## src/rtl/nbody_seq_pkg.sv

```systemverilog
package nbody_seq_pkg;
  typedef enum logic [1:0] {
    ST_IDLE = 2'd0,
    ST_PAIR = 2'd1,
    ST_UPD  = 2'd2,
    ST_DONE = 2'd3
  } seq_state_e;
endpackage

```

## src/rtl/nbody_loop_ctr.sv

```systemverilog
module nbody_loop_ctr #(
  parameter int unsigned COUNT = 256,
  parameter int unsigned W     = $clog2(COUNT)
) (
  input  logic         clk_i,
  input  logic         rst_ni,
  input  logic         clr_i,
  input  logic         en_i,
  output logic [W-1:0] cnt_o,
  output logic         last_o
);
  localparam logic [W-1:0] MAX = W'(COUNT - 1);

  logic [W-1:0] cnt_q;

  always_ff @(posedge clk_i or negedge rst_ni) begin
    if (!rst_ni)     cnt_q <= '0;
    else if (clr_i)  cnt_q <= '0;
    else if (en_i)   cnt_q <= (cnt_q == MAX) ? '0 : cnt_q + 1'b1;
  end

  assign cnt_o  = cnt_q;
  assign last_o = (cnt_q == MAX);
endmodule

```

## src/rtl/nbody_lag_line.sv

```systemverilog
module nbody_lag_line #(
  parameter int unsigned W     = 8,
  parameter int unsigned DEPTH = 2
) (
  input  logic         clk_i,
  input  logic         rst_ni,
  input  logic         vld_i,
  input  logic [W-1:0] dat_i,
  output logic         vld_o,
  output logic [W-1:0] dat_o
);
  logic [DEPTH-1:0]        vld_q;
  logic [DEPTH-1:0][W-1:0] dat_q;

  always_ff @(posedge clk_i or negedge rst_ni) begin
    if (!rst_ni) begin
      vld_q <= '0;
      dat_q <= '0;
    end else begin
      vld_q[0] <= vld_i;
      dat_q[0] <= dat_i;
      for (int s = 1; s < DEPTH; s++) begin
        vld_q[s] <= vld_q[s-1];
        dat_q[s] <= dat_q[s-1];
      end
    end
  end

  assign vld_o = vld_q[DEPTH-1];
  assign dat_o = dat_q[DEPTH-1];
endmodule

```

## src/rtl/nbody_step_seq.sv

```systemverilog
module nbody_step_seq #(
  parameter int unsigned N_PART = 256,
  parameter int unsigned LAG    = 2,
  parameter int unsigned IDX_W  = $clog2(N_PART)
) (
  input  logic             clk_i,
  input  logic             rst_ni,
  input  logic             start_i,
  output logic             busy_o,
  output logic             done_o,
  output logic             pair_valid_o,
  output logic [IDX_W-1:0] tgt_idx_o,
  output logic [IDX_W-1:0] src_idx_o,
  output logic             row_last_o,
  output logic             upd_rd_valid_o,
  output logic [IDX_W-1:0] upd_rd_idx_o,
  output logic             upd_wr_valid_o,
  output logic [IDX_W-1:0] upd_wr_idx_o
);
  import nbody_seq_pkg::*;

  localparam logic [IDX_W-1:0] IDX_MAX = IDX_W'(N_PART - 1);

  seq_state_e       state_q, state_d;
  logic             start_ok;
  logic             in_pair, in_upd;
  logic             src_last, tgt_last, rd_last;
  logic             rd_done_q, rd_vld;
  logic             wr_vld;
  logic [IDX_W-1:0] src_idx, tgt_idx, rd_idx, wr_idx;

  assign start_ok = (state_q == ST_IDLE) && start_i;
  assign in_pair  = (state_q == ST_PAIR);
  assign in_upd   = (state_q == ST_UPD);
  assign rd_vld   = in_upd && !rd_done_q;

  nbody_loop_ctr #(.COUNT(N_PART), .W(IDX_W)) u_src_ctr (
    .clk_i, .rst_ni, .clr_i(start_ok), .en_i(in_pair),
    .cnt_o(src_idx), .last_o(src_last)
  );

  nbody_loop_ctr #(.COUNT(N_PART), .W(IDX_W)) u_tgt_ctr (
    .clk_i, .rst_ni, .clr_i(start_ok), .en_i(in_pair && src_last),
    .cnt_o(tgt_idx), .last_o(tgt_last)
  );

  nbody_loop_ctr #(.COUNT(N_PART), .W(IDX_W)) u_rd_ctr (
    .clk_i, .rst_ni, .clr_i(start_ok), .en_i(rd_vld),
    .cnt_o(rd_idx), .last_o(rd_last)
  );

  // write-back index trails the read index by the update pipeline latency
  nbody_lag_line #(.W(IDX_W), .DEPTH(LAG)) u_lag (
    .clk_i, .rst_ni, .vld_i(rd_vld), .dat_i(rd_idx),
    .vld_o(wr_vld), .dat_o(wr_idx)
  );

  always_comb begin
    state_d = state_q;
    unique case (state_q)
      ST_IDLE: if (start_i)                    state_d = ST_PAIR;
      ST_PAIR: if (src_last && tgt_last)       state_d = ST_UPD;
      ST_UPD:  if (wr_vld && wr_idx == IDX_MAX) state_d = ST_DONE;
      ST_DONE:                                  state_d = ST_IDLE;
      default:                                  state_d = ST_IDLE;
    endcase
  end

  always_ff @(posedge clk_i or negedge rst_ni) begin
    if (!rst_ni) begin
      state_q   <= ST_IDLE;
      rd_done_q <= 1'b0;
    end else begin
      state_q <= state_d;
      if (start_ok)                rd_done_q <= 1'b0;
      else if (rd_vld && rd_last)  rd_done_q <= 1'b1;
    end
  end

  assign busy_o         = in_pair || in_upd;
  assign done_o         = (state_q == ST_DONE);
  assign pair_valid_o   = in_pair;
  assign tgt_idx_o      = tgt_idx;
  assign src_idx_o      = src_idx;
  assign row_last_o     = in_pair && src_last;
  assign upd_rd_valid_o = rd_vld;
  assign upd_rd_idx_o   = rd_idx;
  assign upd_wr_valid_o = wr_vld;
  assign upd_wr_idx_o   = wr_idx;
endmodule

```

## config.mk

```make
export PLATFORM = sky130hd
export DESIGN_NAME = nbody_step_seq
export DESIGN_NICKNAME = d
export VERILOG_FILES = /design/src/rtl/nbody_seq_pkg.sv /design/src/rtl/nbody_loop_ctr.sv /design/src/rtl/nbody_lag_line.sv /design/src/rtl/nbody_step_seq.sv
export SDC_FILE = /design/constraint.sdc
export NUM_CORES = 1
export LEC_CHECK = 0
export ABC_AREA = 1
export ABC_CLOCK_PERIOD_IN_PS = 2400
export BUFFER_PORTS_ARGS = -buffer_cell sky130_fd_sc_hd__buf_2
export CAP_MARGIN = 20
export CORE_UTILIZATION = 40
export DETAILED_ROUTE_END_ITERATION = 8
export GPL_TIMING_DRIVEN = 0
export PLACE_DENSITY_LB_ADDON = 0.3
export SLEW_MARGIN = 0
export SYNTH_ARGS = -nofsm -noshare
export SYNTH_HDL_FRONTEND = slang
export SYNTH_SLANG_ARGS = --single-unit
```

## constraint.sdc

```tcl
create_clock -name clk_i -period 2.4 [get_ports clk_i]
set_input_delay 0.12 -clock clk_i [delete_from_list [all_inputs] [get_ports clk_i]]
set_output_delay 0.12 -clock clk_i [all_outputs]
set_load 0.01 [all_outputs]
```

Word level (Yosys, flattened, before mapping)
Index checks and enable logic that the tools add are counted.
{"block": "op_classes", "add_sub_neg": 3, "eq_ne": 10, "mux": 15, "n_reduce_logical": 14}
{"op": "8-bit two-way mux", "count": 9}
{"op": "8-bit == test (second input constant)", "count": 4}
{"op": "8-bit by 1-bit adder with 8-bit output (second input constant)", "count": 3}
{"op": "2-bit one-hot mux with 4 select lines", "count": 1}
{"op": "2-bit nonzero test", "count": 4}
{"op": "1-bit logical AND", "count": 6}
{"op": "2-bit two-way mux", "count": 3}
{"op": "2-bit == test (second input constant)", "count": 2}
{"op": "2-bit by 1-bit != test with 1-bit output (second input constant)", "count": 2}
{"op": "3-bit AND reduction", "count": 1}
{"op": "2-bit by 1-bit == test with 1-bit output (second input constant)", "count": 1}
{"op": "2-bit zero test", "count": 1}
{"op": "1-bit two-way mux", "count": 2}
{"op": "2-bit != test (second input constant)", "count": 1}
{"op": "1-bit zero test", "count": 1}
{"op": "1-bit logical OR", "count": 1}
{"block": "totals", "ff_bits": 45, "out_inout_bits": 38, "elab_cells": 50}

Depth between registers and ports, before layout
{"block": "depth", "ltp_word": 5, "depth_mapped": 11, "ltp_nobuf": 10}

Hierarchy
From an unflattened synthesis, not the netlist that was laid out.
{"block": "unflattened", "cells_unflattened": 235, "area_unflattened_um2": 2133.3}
{"module": "nbody_loop_ctr", "instances": 3, "cells_each": 56, "area_each_um2": 449.2}
{"module": "nbody_lag_line", "instances": 1, "cells_each": 26, "area_each_um2": 510.5}
{"module": "nbody_step_seq", "instances": 1, "cells_each": 41, "area_each_um2": 275.3}

Worst setup path after synthesis
Ideal clock, no wire load.
{"block": "synth_path", "path_type": "flip-flop to flip-flop", "startpoint": "register state_q[1]", "endpoint": "register u_tgt_ctr.cnt_q[5] (netlist: u_tgt_ctr.cnt_o[5])", "setup_ns": 0.117, "t_arrival_ns": 1.467, "path_slack_ns": 0.816, "stages_incl_launch_ff": 12, "period_less_slack_ns": 1.584, "path_cell_list": "dfrtp_1 > inv_1 > ha_1 > buf_6 > nand2_4 > nor2_4 > nand2_4 > nand2_4 > buf_8 > nand3_1 > nand2_1 > nor2_1"}
{"block": "synth_via", "elab_chain_len": 3}
{"item": "start: declaration", "line_no": "nbody_step_seq.sv:24", "source": "seq_state_e state_q, state_d;"}
{"item": "start signal: assignment", "line_no": "nbody_step_seq.sv:74", "source": "state_q <= state_d;"}
{"item": "2-bit by 1-bit == test with 1-bit output", "line_no": "nbody_step_seq.sv:33", "source": "assign in_pair = (state_q == ST_PAIR);"}
{"item": "named net pair_valid_o", "line_no": "nbody_step_seq.sv:11", "source": "output logic pair_valid_o,"}
{"item": "1-bit logical AND", "line_no": "nbody_step_seq.sv:43", "source": ".clk_i, .rst_ni, .clr_i(start_ok), .en_i(in_pair && src_last),"}
{"item": "2-bit nonzero test (no line)"}
{"item": "end signal: assignment", "line_no": "nbody_loop_ctr.sv:19", "source": "else if (en_i) cnt_q <= (cnt_q == MAX) ? '0 : cnt_q + 1'b1;"}
{"item": "end: declaration", "line_no": "nbody_loop_ctr.sv:14", "source": "logic [W-1:0] cnt_q;"}
The timed path passes the listed nets, and every way through them passes these cells.
A chain may end at the register's enable or synchronous reset.

Worst setup path in the final report
{"block": "layout_path", "startpoint": "register state_q[1]", "endpoint": "output port row_last_o"}
{"block": "layout_via", "elab_chain_len": 2}
{"item": "2-bit by 1-bit == test with 1-bit output", "line_no": "nbody_step_seq.sv:33"}
{"item": "1-bit logical AND", "line_no": "nbody_step_seq.sv:85", "source": "assign row_last_o = in_pair && src_last;"}
{"item": "end: declaration", "line_no": "nbody_step_seq.sv:14", "source": "output logic row_last_o,"}
Every way passes these cells.

==> reports/metrics.cfg <==
[pwr]
power.density_nw_per_um2=884.5
p_switching_mw=0.7825
combPwrFrac_pct=30.9
pwr-share-seq_pct=42.5
intPower_mw=1.472
p_leak_nw=1.406
clockPowerShare_pct=26.6
p_sw_share_pct=34.71
power_mw=2.254
vdd_ir_drop_max_v=0.0003861

[yosys]
synth.top_cells.by_area=dfrtp_1 (53%), nand2_1 (8.6%), nor2_1 (5.5%)
ys_async_sr_fraction_pct=100.0
synthCells=232
synth_cell_types=28
syn_area_um2=2107
synth_most_common_cell=nand2_1
ys_seq_area_share_pct=53.44
syn_area_per_cell_um2=9.082
synth_ff_type=dfrtp_1
synth_nets=243
yosysTopAreaCellShare_pct=53.44
ys_warn_count=0
synth_seq_cells=45
synth_edf_count=0
synth_common_cells=nand2_1 (48), dfrtp_1 (45), nor2_1 (31)
yosys.area.top_type=dfrtp_1

[grt]
grt_pass1_vias=1434
grt_max_degree=46
overflow=0
grt_util_all_layers_pct=15.06
antenna_found_initial=0
grt_pass1_wl_mm=6.299

[final_layout]
final_core_util_pct=50.22
fill_cells=511
syn_to_final_growth_pct=20.96
antenna_cells=0
fin_nets=292
drive_gt1_share_pct=25.89

[clock_tree]
clk-insertion-delay-late_ns=0.30
cts-root-buf=clkbuf_8
cts_buffer_depth=2
cts.sinks=45
clk_pin_slew_ns=0.09
cts_tree=done
cts_hold_buf=0
numCtsBuffers=5
h-tree-depth=2
cts_setup_buffers=0
post_cts_resize_count=0

[timing]
setup_viol=0
finalCritPeriodShare_pct=75.31
tns_ns=0
relSlewSlack_pct=67.53
finalClockSkew_ns=0.009362
layout_min_cycle_time_ns=1.807
slew_viol_final=0
tightest_slew_ns=0.4870
rsz0062_at_grt=false
finalHoldViolCount=0
max_freq_ghz=0.5533
whs_ns=0.2215

[detailed_routing]
via_count=1605
drtIter0Drc=79
drtAntennaViolNets=0
avgViaCountPerCell=4.560
wirelength_mm=3.800
drt-wirelength-per-cell_um=10.80
first_pass_iters=4
drc=0

[floorplanning]
die_height_um=74.58
ios=41
die_w_um=74.58
dieArea_um2=5561
fp-row-count=26
fp.coreArea_um2=5075
start_util_pct=41.52

[place]
dpl.hpwl_mm=2.733
place.gp.congestion=0.8825
numPortBuffers=40

[worst_setup_path]
crit_fanout=8
worstPathArrival_ns=1.69
crit_path_end_kind=output pin
crit_required_ns=2.28
cp-start-kind=register
path_class=register to output pin
reg2reg_from=state_q[0]
startpoint=state_q[1]

[worst_hold_path]
worst_hold_path_type=primary input to register
min_from=start_i

[flow_run]
cap_violations=0

[status]
status=finished, final reports clean

[flip-flops by register name (all words and copies together) (netlist names)]
name	count
u_lag.dat_o	8
u_lag.dat_q	8
u_rd_ctr.cnt_o	8
u_src_ctr.cnt_o	8
u_tgt_ctr.cnt_o	8
state_q	2
u_lag.vld_q	2
rd_done_q	1
[worst paths after layout]
check / cells past startpoint / end / slack, ns
hold reg to reg: 0 / u_lag.dat_o[1] / 0.35
hold / removal: 5 / state_q[1] / 0.22
min in group asynchronous: 2 / u_src_ctr.cnt_o[6] / 0.30
max in group asynchronous: 3 / u_lag.dat_o[7] / 1.61
setup / recovery: 8 / row_last_o / 0.59
setup reg to reg: 9 / u_src_ctr.cnt_o[3] / 0.66
[worst max-delay path: stages, from the launching register on]
cell     delay, ns
dfrtp_1       0.43
inv_1         0.11
ha_1          0.20
buf_6         0.15
nand2_4       0.06
nor2_4        0.15
nand2_4       0.10
inv_1         0.08
buf_2         0.12
[stage by stage]
step	cell area [um^2]	setup WS, ns	instances
final	2549	0.5925	352
after global routing	2549	0.4316	352
after CTS	2511	0.5679	350
after detailed placement	2395	0.6670	342
after global placement	2395	0.7006	342
after floorplan	2107	0.8161	232
[cells in the final DEF (no fill, tap or decap), drive strengths merged]
cell type    netlist  routed
o21ai             11      11
buf               12      53
or2                1       1
ha                 8       8
o21bai             2       2
a2bb2oi            1       1
o22ai              1       1
xnor2              1       1
nand2             51      51
nand4              2       2
dlygate4sd3        0       1
inv               24      26
clkbuf             0       5
nand3             19      19
bufinv             0       1
nor3b              1       1
and3               1       1
nor3               4       4
xor2               2       2
a21oi             12      12
dfrtp             45      45
nor2              34      34
[layout make-up]
cell class,count,area (um^2),area share (%)
flip-flops and latches,45,1126,44.18
well taps,70,87.58,3.436
clock inverters,3,47.55,1.865
clock buffers,5,68.82,2.700
multi-input cells,151,792.0,31.08
inverters,24,90.09,3.535
plain buffers,12,98.84,3.878
repair buffers,42,237.7,9.327
[power by group through the flow]
| stage | Clock (mW) | Combinational, mW | Sequential, mW |
|---|---|---|---|
| floorplan | 0 | 0.480 | 0.980 |
| global placement | 0 | 0.690 | 0.974 |
| detailed placement | 0 | 0.698 | 0.976 |
| CTS | 0.616 | 0.700 | 0.961 |
| global route | 0.642 | 0.796 | 0.977 |
| finish | 0.599 | 0.697 | 0.958 |
[layer usage]
metal	wire, um	share of wire (%)	vias to the layer above	track usage, %
met5	0	0	-	0
met3	145	3.8	6	4.336
met4	58	1.5	0	6.499
met1	1846	49	747	19.48
li1	-	-	827	-
met2	1749	46	25	23.62
[cells by family (layout without fill, tap and decap cells)]
group / after synthesis / in the layout / synth area share (%)
simple gates: 113 / 113 / 23.81
flops: 45 / 45 / 53.44
buf+inv: 36 / 86 / 8.966
compound gates: 27 / 27 / 7.779
fa+ha+maj: 8 / 8 / 4.751
xor+xnor: 3 / 3 / 1.247
Power figures use the tool's default switching activity.
